[src/rtl/ccp_pkg.sv]
package ccp_pkg;

  localparam int CTL_RUN     = 0;
  localparam int CTL_AR      = 1;
  localparam int CTL_PTV_LO  = 2;
  localparam int CTL_PRE     = 5;
  localparam int CTL_CMP     = 6;
  localparam int CTL_DEF     = 7;
  localparam int CTL_EDGE_LO = 8;
  localparam int CTL_TRIG_LO = 10;
  localparam int CTL_TOG     = 12;
  localparam int CTL_DUAL    = 13;

  typedef enum logic [2:0] {
    A_CTRL  = 3'd0,
    A_COUNT = 3'd1,
    A_LOAD  = 3'd2,
    A_MATCH = 3'd3,
    A_CAP1  = 3'd4,
    A_CAP2  = 3'd5
  } reg_addr_e;

  typedef enum logic [1:0] {
    TRG_NONE    = 2'd0,
    TRG_OVF     = 2'd1,
    TRG_OVF_CMP = 2'd2,
    TRG_RSVD    = 2'd3
  } trig_e;

  // Terminal value of the prescaler counter for a 2^(ptv+1) division.
  function automatic int unsigned presc_limit(input int unsigned ptv);
    return (32'd1 << (ptv + 1)) - 32'd1;
  endfunction

  // Edge detect for the capture selector: 01 rise, 10 fall, 11 both.
  function automatic logic edge_hit(input logic [1:0] sel, input logic prev, input logic cur);
    case (sel)
      2'b01:   return !prev && cur;
      2'b10:   return prev && !cur;
      2'b11:   return prev ^ cur;
      default: return 1'b0;
    endcase
  endfunction

endpackage

[src/rtl/ccp_prescaler.sv]
module ccp_prescaler #(
  parameter int PTV_W = 3
) (
  input  logic             clk,
  input  logic             rst_n,
  input  logic             run,
  input  logic             pre_en,
  input  logic [PTV_W-1:0] ptv,
  output logic             tick
);
  import ccp_pkg::*;

  localparam int DIV_W = 1 << PTV_W;

  logic [DIV_W-1:0] pcnt;
  logic [DIV_W-1:0] limit;
  logic             at_limit;

  assign limit    = DIV_W'(presc_limit(32'(ptv)));
  assign at_limit = (pcnt == limit);
  assign tick     = run && (!pre_en || at_limit);

  always_ff @(posedge clk) begin
    if (!rst_n)                          pcnt <= '0;
    else if (!run || !pre_en || at_limit) pcnt <= '0;
    else                                 pcnt <= pcnt + 1'b1;
  end

  // with the prescaler active, two ticks never come in adjacent cycles
  a_r3_ticks_spaced: assert property (@(posedge clk) disable iff (!rst_n)
    (tick && pre_en) |=> !(tick && pre_en && $past(pre_en) && $stable(ptv)));

endmodule

[src/rtl/ccp_capture.sv]
module ccp_capture #(
  parameter int W = 32
) (
  input  logic         clk,
  input  logic         rst_n,
  input  logic         pin,
  input  logic [1:0]   sel,
  input  logic         dual,
  input  logic [W-1:0] count,
  output logic [W-1:0] cap1,
  output logic [W-1:0] cap2,
  output logic         cap_evt
);
  import ccp_pkg::*;

  logic [1:0] sync_q;
  logic       prev_q;
  logic       slot_q;
  logic       hit;

  assign hit = edge_hit(sel, prev_q, sync_q[1]);

  always_ff @(posedge clk) begin
    if (!rst_n) begin
      sync_q  <= '0;
      prev_q  <= 1'b0;
      slot_q  <= 1'b0;
      cap1    <= '0;
      cap2    <= '0;
      cap_evt <= 1'b0;
    end else begin
      sync_q  <= {sync_q[0], pin};
      prev_q  <= sync_q[1];
      cap_evt <= 1'b0;
      if (!dual) slot_q <= 1'b0;
      if (hit) begin
        if (dual && slot_q) begin
          cap2    <= count;
          slot_q  <= 1'b0;
          cap_evt <= 1'b1;
        end else if (dual) begin
          cap1    <= count;
          slot_q  <= 1'b1;
        end else begin
          cap1    <= count;
          cap_evt <= 1'b1;
        end
      end
    end
  end

  // a capture event needs a selected edge polarity
  a_r8_capture_needs_select: assert property (@(posedge clk) disable iff (!rst_n)
    cap_evt |-> $past(sel != 2'b00));

  // in dual mode the event only follows the second stored edge
  a_r9_dual_second_edge: assert property (@(posedge clk) disable iff (!rst_n)
    (cap_evt && $past(dual)) |-> $past(slot_q));

endmodule

[src/rtl/ccp_pwm.sv]
module ccp_pwm (
  input  logic       clk,
  input  logic       rst_n,
  input  logic       ctrl_wr,
  input  logic       new_def,
  input  logic       def_lvl,
  input  logic       toggle,
  input  logic [1:0] trig_mode,
  input  logic       ovf_hit,
  input  logic       match_hit,
  output logic       pwm
);
  import ccp_pkg::*;

  logic trig;

  always_comb begin
    case (trig_e'(trig_mode))
      TRG_OVF:     trig = ovf_hit;
      TRG_OVF_CMP: trig = ovf_hit || match_hit;
      default:     trig = 1'b0;
    endcase
  end

  always_ff @(posedge clk) begin
    if (!rst_n)        pwm <= 1'b0;
    else if (ctrl_wr)  pwm <= new_def;
    else if (trig)     pwm <= toggle ? !pwm : !def_lvl;
    else if (!toggle)  pwm <= def_lvl;
  end

  // in pulse mode with no trigger the pin rests at the default level
  a_r11_pulse_idle_level: assert property (@(posedge clk) disable iff (!rst_n)
    ($past(!toggle && !trig && !ctrl_wr) && !toggle) |-> (pwm == def_lvl));

  // without a trigger or control write a toggling pin keeps its level
  a_r10_toggle_holds: assert property (@(posedge clk) disable iff (!rst_n)
    (toggle && !trig && !ctrl_wr) |=> $stable(pwm));

endmodule

[src/rtl/ccp_timer_core.sv]
module ccp_timer_core #(
  parameter int W     = 32,
  parameter int AW    = 3,
  parameter int PTV_W = 3
) (
  input  logic          clk,
  input  logic          rst_n,
  input  logic          reg_wr,
  input  logic [AW-1:0] reg_addr,
  input  logic [W-1:0]  reg_wdata,
  output logic [W-1:0]  reg_rdata,
  input  logic          cap_pin,
  output logic          pwm_out,
  output logic [2:0]    evt_flags
);
  import ccp_pkg::*;

  logic [W-1:0] ctrl_q, cnt_q, load_q, match_q, cap1, cap2;
  logic [W-1:0] cnt_nxt;
  logic         ctrl_wr, cnt_wr;
  logic         tick, at_max, ovf_hit, match_hit;
  logic         ovf_q, match_evt_q, cap_evt;

  assign ctrl_wr = reg_wr && (reg_addr == AW'(A_CTRL));
  assign cnt_wr  = reg_wr && (reg_addr == AW'(A_COUNT));

  ccp_prescaler #(.PTV_W(PTV_W)) u_pre (
    .clk    (clk),
    .rst_n  (rst_n),
    .run    (ctrl_q[CTL_RUN]),
    .pre_en (ctrl_q[CTL_PRE]),
    .ptv    (ctrl_q[CTL_PTV_LO +: PTV_W]),
    .tick   (tick)
  );

  // Internal event wires
  assign at_max    = &cnt_q;
  assign cnt_nxt   = at_max ? (ctrl_q[CTL_AR] ? load_q : '0) : cnt_q + 1'b1;
  assign ovf_hit   = tick && at_max && !cnt_wr;
  assign match_hit = tick && ctrl_q[CTL_CMP] && !cnt_wr && (cnt_nxt == match_q);

  always_ff @(posedge clk) begin
    if (!rst_n) begin
      ctrl_q      <= '0;
      load_q      <= '0;
      match_q     <= '0;
      cnt_q       <= '0;
      ovf_q       <= 1'b0;
      match_evt_q <= 1'b0;
    end else begin
      if (ctrl_wr)                                   ctrl_q  <= reg_wdata;
      if (reg_wr && reg_addr == AW'(A_LOAD))         load_q  <= reg_wdata;
      if (reg_wr && reg_addr == AW'(A_MATCH))        match_q <= reg_wdata;
      if (cnt_wr)    cnt_q <= reg_wdata;
      else if (tick) cnt_q <= cnt_nxt;
      ovf_q       <= ovf_hit;
      match_evt_q <= match_hit;
    end
  end

  ccp_capture #(.W(W)) u_cap (
    .clk     (clk),
    .rst_n   (rst_n),
    .pin     (cap_pin),
    .sel     (ctrl_q[CTL_EDGE_LO +: 2]),
    .dual    (ctrl_q[CTL_DUAL]),
    .count   (cnt_q),
    .cap1    (cap1),
    .cap2    (cap2),
    .cap_evt (cap_evt)
  );

  ccp_pwm u_pwm (
    .clk       (clk),
    .rst_n     (rst_n),
    .ctrl_wr   (ctrl_wr),
    .new_def   (reg_wdata[CTL_DEF]),
    .def_lvl   (ctrl_q[CTL_DEF]),
    .toggle    (ctrl_q[CTL_TOG]),
    .trig_mode (ctrl_q[CTL_TRIG_LO +: 2]),
    .ovf_hit   (ovf_hit),
    .match_hit (match_hit),
    .pwm       (pwm_out)
  );

  assign evt_flags = {cap_evt, ovf_q, match_evt_q};

  always_comb begin
    case (reg_addr)
      AW'(A_CTRL):  reg_rdata = ctrl_q;
      AW'(A_COUNT): reg_rdata = cnt_q;
      AW'(A_LOAD):  reg_rdata = load_q;
      AW'(A_MATCH): reg_rdata = match_q;
      AW'(A_CAP1):  reg_rdata = cap1;
      AW'(A_CAP2):  reg_rdata = cap2;
      default:      reg_rdata = '0;
    endcase
  end

  // a stopped counter only changes through a register write
  a_r2_hold_when_stopped: assert property (@(posedge clk) disable iff (!rst_n)
    (!ctrl_q[CTL_RUN] && !cnt_wr) |=> $stable(cnt_q));

  // the overflow flag follows a cycle in which the counter was all ones
  a_r5_ovf_from_max: assert property (@(posedge clk) disable iff (!rst_n)
    ovf_q |-> $past(&cnt_q));

  // without auto-reload an overflow leaves the counter at zero
  a_r4_wrap_to_zero: assert property (@(posedge clk) disable iff (!rst_n)
    (ovf_q && !$past(ctrl_q[CTL_AR])) |-> (cnt_q == '0));

  // a match flag needs compare enabled in the cycle before
  a_r6_match_needs_enable: assert property (@(posedge clk) disable iff (!rst_n)
    match_evt_q |-> $past(ctrl_q[CTL_CMP]));

endmodule

[config.mk]
export PLATFORM = sky130hd
export DESIGN_NAME = ccp_timer_core
export DESIGN_NICKNAME = d
export VERILOG_FILES = /design/src/rtl/ccp_pkg.sv /design/src/rtl/ccp_prescaler.sv /design/src/rtl/ccp_capture.sv /design/src/rtl/ccp_pwm.sv /design/src/rtl/ccp_timer_core.sv
export SDC_FILE = /design/constraint.sdc
export NUM_CORES = 1
export LEC_CHECK = 0
export BUFFER_PORTS_ARGS = -buffer_cell sky130_fd_sc_hd__buf_4
export CORE_MARGIN = 8
export CORE_UTILIZATION = 35
export DETAILED_ROUTE_END_ITERATION = 7
export GPL_TIMING_DRIVEN = 1
export PLACE_DENSITY = 0.59
export SETUP_SLACK_MARGIN = 0.4
export SYNTH_ARGS = -nofsm -noshare
export SYNTH_HDL_FRONTEND = slang
export SYNTH_SLANG_ARGS = --single-unit
[constraint.sdc]
create_clock -name clk -period 4 [get_ports clk]
set_clock_uncertainty 0.05 [all_clocks]
set_input_delay 0 -clock clk [delete_from_list [all_inputs] [get_ports clk]]
set_output_delay 0 -clock clk [all_outputs]
set_load 0.05 [all_outputs]
# [Word-level counts from Yosys, hierarchy flattened]
# Cells that the tools add are included.
[classes] addsub=4 n_mux=17 shifts=1 n_reduce_logical=31 eq_ne=13 bitwise=3
[op_table] operator="32-bit one-hot mux with 6 select lines" count=1
[op_table] operator="32-bit two-way mux" count=4
[op_table] operator="32-bit by 1-bit adder with 32-bit output (second input constant)" count=1
[op_table] operator="32-bit == test" count=1
[op_table] operator="32-bit AND reduction" count=1
[op_table] operator="1-bit by 32-bit << shifter with 8-bit output (first input constant)" count=1
[op_table] operator="1-bit logical AND" count=13
[op_table] operator="1-bit two-way mux" count=10
[op_table] operator="8-bit by 1-bit adder with 8-bit output (second input constant)" count=1
[op_table] operator="8-bit == test" count=1
[op_table] operator="8-bit by 1-bit subtractor with 8-bit output (second input constant)" count=1
[op_table] operator="1-bit zero test" count=7
[op_table] operator="2-bit == test (second input constant)" count=3
[op_table] operator="3-bit by 2-bit == test with 1-bit output (second input constant)" count=2
[op_table] operator="3-bit == test (second input constant)" count=2
[op_table] operator="2-bit AND reduction" count=3
[op_table] operator="3-bit by 1-bit adder with 4-bit output (second input constant)" count=1
[op_table] operator="2-bit by 1-bit == test with 1-bit output (second input constant)" count=2
[op_table] operator="1-bit logical OR" count=4
[op_table] operator="3-bit by 1-bit == test with 1-bit output (second input constant)" count=1
[op_table] operator="3-bit zero test" count=1
[op_table] operator="3-bit by 1-bit != test with 1-bit output (second input constant)" count=1
[op_table] operator="1-bit one-hot mux with 3 select lines" count=1
[op_table] operator="1-bit NOT" count=2
[op_table] operator="4 further kinds" count=4
[totals] reg_bits=208 word_cells=83

# [Depth between registers and ports, before layout]
# Gate-level depths: netlist (run 1).
[depth] word_depth=13 mapped_depth=14 mapped_depth_nobuf=11

# [Cells and area by module]
# A second synthesis (run 1) with hierarchy kept.
[unflattened] hier_cells=1481 area_unflattened_um2=11388.4
[by_module_without_submodules] module="ccp_timer_core" n_inst=1 seq_area_each_um2=2602.5 area_each_um2=8018.9 cells_per_inst=1130
[by_module_without_submodules] module="ccp_capture" n_inst=1 seq_area_each_um2=1381.3 area_each_um2=2663.8 cells_per_inst=267
[by_module_without_submodules] module="ccp_prescaler" n_inst=1 seq_area_each_um2=160.2 area_each_um2=583.1 cells_per_inst=70
[by_module_without_submodules] module="ccp_pwm" n_inst=1 seq_area_each_um2=20.0 area_each_um2=122.6 cells_per_inst=14

# [Worst setup path after synthesis (run 1)]
# No wires, ideal clock.
[synth_path] path_type="reg2reg" startpoint="register ctrl_q[3]" endpoint="register cnt_q[0]" path_buffers=3 setup_ps=115 arrival_ps=2982 path_stages_with_launch=14 path_slack_ps=853 synth_period_minus_slack_ps=3147 path_cell_list="dfxtp_1 > buf_2 > and2_1 > ha_1 > or3b_1 > a2111oi_0 > a211oi_1 > a2111oi_4 > o21ai_1 > clkbuf_1 > clkbuf_1 > a211oi_1 > o21ai_0 > and2_1"
[synth_via] elab_chain_cells=7
[synth_rtl] element="start: declaration" line_no="ccp_timer_core.sv:18" text="logic [W-1:0] ctrl_q, cnt_q, load_q, match_q, cap1, cap2;"
[synth_rtl] element="start signal: assignment" line_no="ccp_timer_core.sv:51" text="if (ctrl_wr) ctrl_q <= reg_wdata;"
[synth_rtl] element="3-bit by 1-bit adder with 4-bit output" line_no="ccp_pkg.sv:32" text="return (32'd1 << (ptv + 1)) - 32'd1;"
[synth_rtl] element="1-bit by 32-bit << shifter with 8-bit output" line_no="ccp_pkg.sv:32"
[synth_rtl] element="8-bit by 1-bit subtractor with 8-bit output" line_no="ccp_pkg.sv:32"
[synth_rtl] element="8-bit == test" line_no="ccp_prescaler.sv:20" text="assign at_limit = (pcnt == limit);"
[synth_rtl] element="1-bit logical OR" line_no="ccp_prescaler.sv:21" text="assign tick = run && (!pre_en || at_limit);"
[synth_rtl] element="1-bit logical AND" line_no="ccp_prescaler.sv:21"
[synth_rtl] element="2-bit nonzero test (no line)"
[synth_rtl] element="end signal: assignment" line_no="ccp_timer_core.sv:54" text="if (cnt_wr) cnt_q <= reg_wdata;"
[synth_rtl] element="end signal: assignment" line_no="ccp_timer_core.sv:55" text="else if (tick) cnt_q <= cnt_nxt;"
[synth_rtl] element="end: declaration" line_no="ccp_timer_core.sv:18"
# Every way passes these cells.
# A chain may end at the register's enable or synchronous reset.

# [Worst setup path after layout (run 1)]
[layout_path] startpoint="register cnt_q[0]" endpoint="register u_pwm.pwm"
[layout_via] elab_chain_cells=8
[layout_rtl] element="32-bit by 1-bit adder with 32-bit output / 32-bit AND reduction (equally long branches)" line_no="ccp_timer_core.sv:38, ccp_timer_core.sv:37"
[layout_rtl] element="32-bit two-way mux" line_no="ccp_timer_core.sv:38" text="assign cnt_nxt = at_max ? (ctrl_q[CTL_AR] ? load_q : '0) : cnt_q + 1'b1;"
[layout_rtl] element="32-bit == test" line_no="ccp_timer_core.sv:40" text="assign match_hit = tick && ctrl_q[CTL_CMP] && !cnt_wr && (cnt_nxt == match_q);"
[layout_rtl] element="1-bit logical AND" line_no="ccp_timer_core.sv:40"
[layout_rtl] element="1-bit logical OR" line_no="ccp_pwm.sv:20" text="TRG_OVF_CMP: trig = ovf_hit || match_hit;"
[layout_rtl] element="1-bit one-hot mux with 2 select lines *" line_no="ccp_pwm.sv:18" text="case (trig_e'(trig_mode))"
[layout_rtl] element="1-bit two-way mux" line_no="ccp_pwm.sv:28" text="else if (trig) pwm <= toggle ? !pwm : !def_lvl;"
[layout_rtl] element="1-bit two-way mux" line_no="ccp_pwm.sv:27" text="else if (ctrl_wr) pwm <= new_def;"
[layout_rtl] element="end signal: assignment" line_no="ccp_pwm.sv:27"
[layout_rtl] element="end signal: assignment" line_no="ccp_pwm.sv:28"
[layout_rtl] element="end signal: assignment" line_no="ccp_pwm.sv:29" text="else if (!toggle) pwm <= def_lvl;"
[layout_rtl] element="end: declaration" line_no="ccp_pwm.sv:11" text="output logic pwm"
# Every way passes the cells marked *; elsewhere a longest branch is shown, timed or not.

==> run metrics, run 1 <==
layout cells sized above 1 12.3%; unrepaired setup endpoints after global routing no; sequential share of the synthesized area 37.0%; dpl cell area 12100 um2; Cells after Synth between 1500 and 2000; Final WS setup 0.511 ns; Fmax achieved about 290 MHz; worst reg-to-reg setup slack approximately 0.51 ns; Total Routing Usage GR between 20% and 30%; most frequent cells in the layout nand2_1 (396), a21oi_1 (212), dfxtp_1 (205); area delta synth->final 17.9%; commonest non-fill, non-tap cell in the layout nand2_1; row cnt 65; DP Wirelength 29000 um; Post-synth ARST share 0%; global-route wire length before repair between 60000 and 70000 um; ANT nets after route 0; Fin. Hold Viols 0; clock tree sinks 208; clk slew on worst S/H paths 0.06 ns; FF-to-FF End u_pwm.pwm$_SDFFE_PN0P_; Total Nets Final 1634; deepest clock path buffer count 3; Die Wd 195 um; RR Startpoint cnt_q[0]$_SDFFE_PN0P_; # diodes 0; Hold Path Class in -> reg; PD cells around 360 nW/um2; M1 GR Usage between 20 and 30%; chip height 195 um; via count 11600; critical path type reg -> reg; Num CTS Buffers 24; vias per cell 5.76; Initial Util 35.6%; status finished clean; CP Max Fanout 10; Crit path arrival time 3.85 ns; largest net degree at the start of global routing 109; Worst-Margin Slew 1.06 ns; fin. max-slew vios 0; GRT overflow 0; CP startpoint kind flip-flop; M2 GR Usage 34.4%; Worst Hold Depth 4; vias in the first global route 10800; H-tree depth 1; flops & latches, synth 208; WL per Instance around 21 um; Post-Route WL 42300 um; Post-Syn Nets 1589; worst reg2reg path depth 11; busiest grt layer met2; Warnings, synthesis 0; I/O Pins 75; Final Instance Area 13300 um2; # setup viols final 0; top_reg_cell synth dfxtp_1; Static Leak 4.52 nW; met3 usage about 3.8%; Clock Latency Late Sink approximately 0.53 ns; Worst Hold Launch reg_wdata[22]; gpl congestion 0.970; Post-synth EDFFs 0; full die area 38200 um2; CP Data Required Time 4.36 ns; CTS tree built; clk root buf clkbuf_16; PortBufs 74; Setup WS pre-CTS around 0.37 ns; core area 31600 um2; total iterations of the first detailed-routing run 5; Tcrit/Tclk final 87.2%; Synth cell types 77; Worst setup EP type flip-flop; max-cap violation count 0; worst vdd rail ir drop 0.303 mV; Endpoint, Worst Hold cnt_q[22]$_SDFFE_PN0P_; min Tclk post-route 3.49 ns; setup TNS 0 ns; Slew HR 29.4%; Avg Synthesized Cell Area 7.30 um2; 1st-iter DRT viols 1022; Post-route DRC 0; antenna violations before repair 0; cell area after synthesis 11300 um2
metrics by stage:
| step | utilization, % | instances | power (mW) | hold slack, ns |
|---|---|---|---|---|
| floorplan | - | 1543 | 2.38 | 0.0717 |
| CTS | 41.9 | 2006 | 4.75 | 0.224 |
| finish | 42.0 | 2006 | 4.72 | 0.238 |
| detailed placement | 38.2 | 1927 | 2.53 | 0.168 |
| global placement | 38.2 | 1927 | 2.52 | 0.166 |
| global route | 42.0 | 2006 | 4.87 | 0.234 |
worst max path at each step:
| stage | start | end | slack, ns | cells past startpoint |
|---|---|---|---|---|
| after floorplan | ctrl_q[3]$_SDFFE_PN0P_ | cnt_q[0]$_SDFFE_PN0P_ | 0.85 | 13 |
| after global placement | ctrl_q[3]$_SDFFE_PN0P_ | u_pwm.pwm$_SDFFE_PN0P_ | 0.48 | 11 |
| after detailed placement | ctrl_q[3]$_SDFFE_PN0P_ | u_pwm.pwm$_SDFFE_PN0P_ | 0.37 | 11 |
| after CTS | ctrl_q[3]$_SDFFE_PN0P_ | u_pwm.pwm$_SDFFE_PN0P_ | 0.48 | 11 |
| after global routing | cnt_q[2]$_SDFFE_PN0P_ | u_pwm.pwm$_SDFFE_PN0P_ | 0.40 | 10 |
| final | cnt_q[0]$_SDFFE_PN0P_ | u_pwm.pwm$_SDFFE_PN0P_ | 0.51 | 11 |
critical path, stage by stage, from the launching register on:
cell and delay, ns:
dfxtp_1 0.33, ha_1 0.28, nand3_4 0.19, or4_4 0.67, nor3_2 0.36, buf_4 0.25
nand2_1 0.09, o21ai_0 0.10, xor2_1 0.09, nor4_1 0.61, a41o_2 0.30, a21oi_1 0.04
sequential cells by signal (all words and copies together) (netlist names), 2 cells and up:
register,cells
cnt_q,32
ctrl_q,32
load_q,32
match_q,32
u_cap.cap1,32
u_cap.cap2,32
u_cap.sync_q,2
u_pre.pcnt,8
area by class of cell:
class,instances,area [um2]
clock inverters,8,70.1
fillers,3254,18400
repair buffers,159,1320
clock buffers,34,719
multi-input cells,1169,6390
inverters,26,103
flip-flops and latches,208,4170
well taps,402,503
repair_timing:
action / CTS / global route
pin swaps: 1 / 0
hold buffers: 36 / 0
endpoints found under the setup margin: 1 / 24
buffers inserted: 1 / 0
hold endpoints to repair: 135 / 0
gates resized for setup: 1 / 7
per-layer routing:
metal | vias to the layer above | share of wire (%)
li1 | 5516 | -
met1 | 5565 | 45
met2 | 409 | 45
met3 | 72 | 7.2
met4 | 0 | 2.1
met5 | - | 0
report_power, final:
group | internal [mW] | total [mW] | switching, mW
registers | 2.10 | 2.15 | 0.0446
clock network | 1.31 | 2.20 | 0.892
logic | 0.132 | 0.369 | 0.236
synth_stat cells (3+ instances only):
cell type | count | share of area, %
buf_4 | 6 | 0.40
nand3_1 | 68 | 3.0
nor3b_1 | 3 | 0.20
xnor2_1 | 15 | 1.2
a311oi_1 | 3 | 0.23
nand2b_1 | 4 | 0.22
a211o_1 | 3 | 0.23
nor3_1 | 24 | 1.1
a211oi_1 | 11 | 0.73
and2_1 | 12 | 0.67
o31ai_1 | 3 | 0.20
dfxtp_1 | 208 | 37
a22oi_1 | 101 | 6.7
mux2i_1 | 4 | 0.36
a2111oi_0 | 6 | 0.47
o211ai_1 | 17 | 1.1
or3_1 | 9 | 0.50
clkbuf_1 | 106 | 3.5
nand2_1 | 397 | 13
and3_1 | 21 | 1.2
o21ai_0 | 35 | 1.6
nor2b_1 | 4 | 0.22
nor2_1 | 73 | 2.4
buf_1 | 5 | 0.17
nand4_1 | 17 | 0.94
a21o_1 | 3 | 0.20
buf_2 | 10 | 0.44
ha_1 | 7 | 0.78
o22ai_1 | 4 | 0.22
mux2_2 | 4 | 0.40
xor2_1 | 24 | 1.9
and2_0 | 3 | 0.17
inv_1 | 26 | 0.87
a31oi_1 | 6 | 0.33
buf_6 | 13 | 1.3
a221oi_1 | 4 | 0.31
and4_1 | 9 | 0.70
o21a_1 | 3 | 0.20
nor4_1 | 10 | 0.56
a21oi_1 | 212 | 9.4
cells by family (layout without fill, tap and decap cells):
group / after synthesis / after routing / synth area share, %
adders and majority gates: 7 / 7 / 0.777
DFF: 208 / 208 / 37.0
buffers and inverters: 166 / 227 / 6.71
and+or+nand+nor: 673 / 673 / 26.9
AOI/OAI and AO/OA: 441 / 441 / 24.7
muxes: 8 / 8 / 0.755
xor gates and xnor gates: 40 / 40 / 3.23
Note: power is estimated with default switching activity, not from simulation.
==> run 2: changes to the inputs <==
--- a/config.mk
+++ b/config.mk
@@ -10,6 +10,7 @@
 export CORE_UTILIZATION = 35
 export DETAILED_ROUTE_END_ITERATION = 7
 export GPL_TIMING_DRIVEN = 1
+export MAX_ROUTING_LAYER = met4
 export PLACE_DENSITY = 0.59
 export SETUP_SLACK_MARGIN = 0.4
 export SYNTH_ARGS = -nofsm -noshare
==> run 2 against run 1 <==
  * Critical path type unchanged
  * Non-clock buffer count is 2 higher
  * Highest routed layer unchanged
  * Worst setup slack improved by 0.074 ns
  * Fmax rose by 2.2%
  * Total power decreased by 2.2%
  * Combinational power barely moved
  * Utilization shrank 0.23 points
  * Clock-buffer cell count increased by 1
  * Via count increased by 1.5%
  * Sequential share of layout area up 0.18 points
  * Global-route usage grew 0.67 points
  * Die area unchanged
  * Largest power group is now registers
  * Cell count about the same
==> run metrics, run 2 (synthesis gave the netlist of run 1 again) <==
status finished clean; clock tree sinks 208; reported net switching power 1.18 mW; M2 GR Usage 33.9%; row cnt between 60 and 70; fin. max-slew vios 0; vias in the first global route 11000; # setup viols final 0; Static Leak ~4.5 nW; Fin. Hold Viols 0; Final Instance Area 13200 um2; critical path type reg -> reg; crit path launch cnt_q[1]$_SDFFE_PN0P_; switch share 25.5%; ANT nets after route 0; # fillers about 3300; Total Nets Final 1637; Tcrit/Tclk final 85.4%; gpl congestion 1.02; Register Area 4170 um2; unrepaired setup endpoints after global routing yes; most frequent cells in the layout nand2_1 (396), a21oi_1 (212), dfxtp_1 (205); GRT overflow 0; clk slew on worst S/H paths 0.06 ns; Clock Latency Late Sink 0.54 ns; # diodes 0; PD cells around 350 nW/um2; via count 11700; clk root buf clkbuf_16; Crit path arrival time 3.78 ns; Total Routing Usage GR a little over a fifth; H-tree depth 1; commonest non-fill, non-tap cell in the layout nand2_1; PortBufs 74; FF-to-FF End u_pwm.pwm$_SDFFE_PN0P_; Initial Util 35.6%; total power about 4.6 mW; clock network power share between 40 and 50%; dpl cells 1929; worst reg-to-reg setup slack 0.58 ns; total iterations of the first detailed-routing run 6; Post-route DRC 0; vias per cell 5.85; Internal Power 3.43 mW; worst vdd rail ir drop 0.299 mV; Worst setup EP type flip-flop; min Tclk post-route 3.42 ns; Die Wd 195 um; max-cap violation count 0; Fmax achieved 293 MHz; CP Data Required Time 4.36 ns; logic gate share of total power 7.9%; sequential power share 46.6%; DP Wirelength 29200 um; 1st-iter DRT viols 1105; Hold Path Class in -> reg; core area 31600 um2; Post-Route WL 42400 um; Num CTS Buffers 25; I/O Pins 75; CP startpoint kind flip-flop; CTS tree built; dpl cell area 12100 um2; Slew HR 28.8%; RR Startpoint cnt_q[1]$_SDFFE_PN0P_; full die area 38200 um2; largest net degree at the start of global routing around 110; Worst Setup EP u_pwm.pwm$_SDFFE_PN0P_; met3 usage 3.92%; M1 GR Usage 29.4%; deepest clock path buffer count 3; layout cells sized above 1 12.0%; setup TNS 0 ns; Worst-Margin Slew 1.07 ns; worst reg2reg path depth 10; global-route wire length before repair 65600 um; WL per Instance ~21 um; area of the multi-input gates approximately 6400 um2; Worst Hold Depth 4; area delta synth->final 17.2%; busiest grt layer met2; antenna violations before repair 0; final cell count without fillers 2007; chip height 195 um; CP Max Fanout 10
[run 2: power groups by stage]
stage	Combinational, mW	Sequential [mW]	Clock (mW)
after floorplan	0.208	2.17	0
after global placement	0.331	2.19	0
after detailed placement	0.333	2.19	0
after CTS	0.363	2.15	2.14
after global routing	0.394	2.15	2.21
final	0.366	2.15	2.10
[run 2: worst max-delay path, stage by stage (launching register included)]
cell,delay [ns]
dfxtp_1,0.34
ha_1,0.28
nand3_4,0.20
or4_4,0.67
nor4_4,0.50
nand3_1,0.21
o21a_1,0.17
a211o_1,0.29
nor4_2,0.32
a41o_2,0.24
a21oi_1,0.04
[run 2: worst min-delay path by stage]
stage / from / to / slack, ns
3_3_place_gp: cap_pin / u_cap.sync_q[0]$_SDFF_PN0_ / 0.17
4_1_cts: reg_wdata[18] / cnt_q[18]$_SDFFE_PN0P_ / 0.20
5_1_grt: reg_wdata[28] / cnt_q[28]$_SDFFE_PN0P_ / 0.25
3_5_place_dp: cap_pin / u_cap.sync_q[0]$_SDFF_PN0_ / 0.16
2_1_floorplan: rst_n / cnt_q[0]$_SDFFE_PN0P_ / 0.07
6_report: reg_wdata[22] / cnt_q[22]$_SDFFE_PN0P_ / 0.22
[run 2: through the flow]
| stage | setup WS [ns] | hold WS, ns | utilization (%) |
|---|---|---|---|
| floorplan | 0.853 | 0.0717 | - |
| global placement | 0.396 | 0.166 | 38.2 |
| detailed placement | 0.370 | 0.162 | 38.2 |
| CTS | 0.411 | 0.205 | 41.7 |
| global route | 0.369 | 0.251 | 41.7 |
| finish | 0.585 | 0.221 | 41.7 |
[run 2: area by class of cell]
class                           instances  area share (%)
Tap cell                              402            3.81
Timing Repair Buffer                  161            9.96
Clock buffer                           35            5.25
Sequential cell                       208            31.6
Multi-Input combinational cell       1169            48.3
Clock inverter                          6           0.303
Inverter                               26           0.777
[run 2: what timing repair did]
item | CTS | global route
endpoints found under the setup margin | 1 | 24
endpoints found under the hold margin | 136 | 0
buffers inserted | 1 | 0
hold buffers | 36 | 0
pin swaps | 1 | 1
resized for setup | 1 | 6
[run 2: routing by layer]
layer / vias to the layer above / part of all wire [%]
met5: - / 0
li1: 5510 / -
met2: 487 / 45
met4: 0 / 2.5
met1: 5657 / 45
met3: 77 / 7.8
==> run 3: changes to the inputs <==
--- a/config.mk
+++ b/config.mk
@@ -10,8 +10,10 @@
 export CORE_UTILIZATION = 35
 export DETAILED_ROUTE_END_ITERATION = 7
 export GPL_TIMING_DRIVEN = 1
+export HOLD_SLACK_MARGIN = 0.03
 export MAX_ROUTING_LAYER = met4
 export PLACE_DENSITY = 0.59
+export RECOVER_POWER = 25
 export SETUP_SLACK_MARGIN = 0.4
 export SYNTH_ARGS = -nofsm -noshare
 export SYNTH_HDL_FRONTEND = slang
==> run 3 against run 2 <==
  * The run now ends with capacitance limit, slew limit left
  * Sequential share of layout area is 0.14 points higher
  * Critical path depth stayed put
  * Utilization is 0.18 points lower
  * Sequential power hardly changed
  * Critical path type unchanged
==> run metrics, run 3 (synthesis gave the netlist of run 1 again) <==
Final Instance Area 13100 um2; vias per cell between 5 and 6; ANT nets after route 0; core area 31600 um2; commonest non-fill, non-tap cell in the layout nand2_1; cell chain of the critical path ha_1 > nand3_4 > or4_4 > nor4_4 > nand3_1 > o21a_1 > a211o_1 > nor4_2 > a41o_2 > a21oi_1; setup TNS 0 ns; Hold Path Class in -> reg; DP Wirelength between 20000 and 30000 um; min Tclk post-route 3.45 ns; layout cells sized above 1 11.2%; vias in the first global route approximately 11000; total iterations of the first detailed-routing run 6; CP startpoint kind flip-flop; deepest clock path buffer count 3; Total Routing Usage GR 21.9%; Worst-Margin Slew around 2.5 ns; unrepaired setup endpoints after global routing yes; Crit path arrival time between 3 and 4 ns; dpl cells 1929; Worst Hold Margin 0.220 ns; CP Max Fanout 10; Fin. Hold Viols 0; full die area about 38000 um2; Fmax achieved 290 MHz; GRT overflow 0; area delta synth->final 16.7%; Post-route DRC 0; Slew HR -63.5%; max-cap violation count 2; Buf/Inv on CP 0; WL per Instance 21.2 um; Clock Latency Late Sink 0.54 ns; Total Nets Final 1637; 1st-iter DRT viols between 1000 and 1500; Register Area 4170 um2; dpl cell area 12100 um2; Post-Route WL roughly 43000 um; gpl congestion 1.02; H-tree depth 1; fin. max-slew vios about 150; PD cells around 350 nW/um2; CTS tree built; Num CTS Buffers 25; Critical-path top delay cell or4_4; global-route wire length before repair 65600 um; # setup viols final 0; clock tree sinks between 200 and 250; Die Wd 195 um; clk root buf clkbuf_16; failing checks capacitance limit, slew limit; row cnt 65; status complete, but fails checks; final cell count without fillers about 2000; worst vdd rail ir drop 0.299 mV; chip height slightly below 200 um; PortBufs 74; largest net degree at the start of global routing 112; CP Data Required Time 4.36 ns; Initial Util a little over a third; Static Leak 4.45 nW; # diodes 0; Final Util between 40% and 50%; clk slew on worst S/H paths 0.06 ns; delay-heaviest family, CP simple AND/OR/NAND/NOR gates; most frequent cells in the layout nand2_1 (396), a21oi_1 (212), dfxtp_1 (205); # fillers 3286; I/O Pins 75; Tcrit/Tclk final a little under nine tenths; via count 11700; antenna violations before repair 0; critical path type reg -> reg; area of the multi-input gates 6380 um2; Largest stage delay, worst path approximately 0.67 ns; Worst setup EP type flip-flop
-- run 3: cell count changes in the layout (fill, tap and decap cells not counted) --
cell        delta
inv_6          -1
clkinvlp_4     +1
buf_4         -11
buf_6          +1
nor3_2         -1
clkbuf_1      +11
buf_12         -1
and2_0         +1
nor3_1         +1
and2_1         -1
-- run 3: final timing paths --
| check | from | to | slack (ns) | depth (start not counted) |
|---|---|---|---|---|
| max | cnt_q[1]$_SDFFE_PN0P_ | u_pwm.pwm$_SDFFE_PN0P_ | 0.55 | 10 |
| max reg2reg | cnt_q[1]$_SDFFE_PN0P_ | u_pwm.pwm$_SDFFE_PN0P_ | 0.55 | 10 |
| min | reg_wdata[22] | cnt_q[22]$_SDFFE_PN0P_ | 0.22 | 4 |
| min reg2reg | u_cap.cap2[30]$_SDFFE_PN0P_ | u_cap.cap2[30]$_SDFFE_PN0P_ | 0.40 | 2 |
-- run 3: final cells by class --
cell class                      instances  area share, %
Tap cell                              402           3.83
Clock buffer                           35           5.27
Sequential cell                       208           31.7
Clock inverter                          6          0.304
Inverter                               26          0.771
Timing Repair Buffer                  161           9.62
Multi-Input combinational cell       1169           48.5
-- run 3: power breakdown --
group	leakage [nW]	total [mW]	switching, mW	internal (mW)
logic	2.40	0.364	0.234	0.129
registers	1.68	2.15	0.0452	2.10
clock network	0.364	2.10	0.897	1.20
total	4.45	4.61	1.18	3.43
-- run 3: metrics by stage --
step	total power [mW]	setup slack (ns)
5_1_grt	4.75	0.210
3_5_place_dp	2.53	0.370
3_3_place_gp	2.52	0.396
4_1_cts	4.65	0.411
6_report	4.61	0.553
2_1_floorplan	2.38	0.853
-- run 3: metal layers --
layer	vias up	wire length [um]	track usage, %
li1	5515	-	-
met1	5686	19300	29.4
met2	448	19100	33.9
met3	74	3050	3.92
met4	0	1020	5.33
met5	-	0	-
-- run 3: repair_timing --
action | CTS | global route
gates resized for setup | 1 | 6
buffers inserted | 1 | 0
hold buffers | 36 | 0
pin swaps | 1 | 1
endpoints found under the setup margin | 1 | 24
hold endpoints to repair | 143 | 0
-- run 3: worst reg2reg max path, stage by stage (launching register included) --
cell     delay, ns
dfxtp_1       0.33
ha_1          0.28
nand3_4       0.20
or4_4         0.67
nor4_4        0.52
nand3_1       0.21
o21a_1        0.18
a211o_1       0.29
nor4_2        0.32
a41o_2        0.24
a21oi_1       0.05
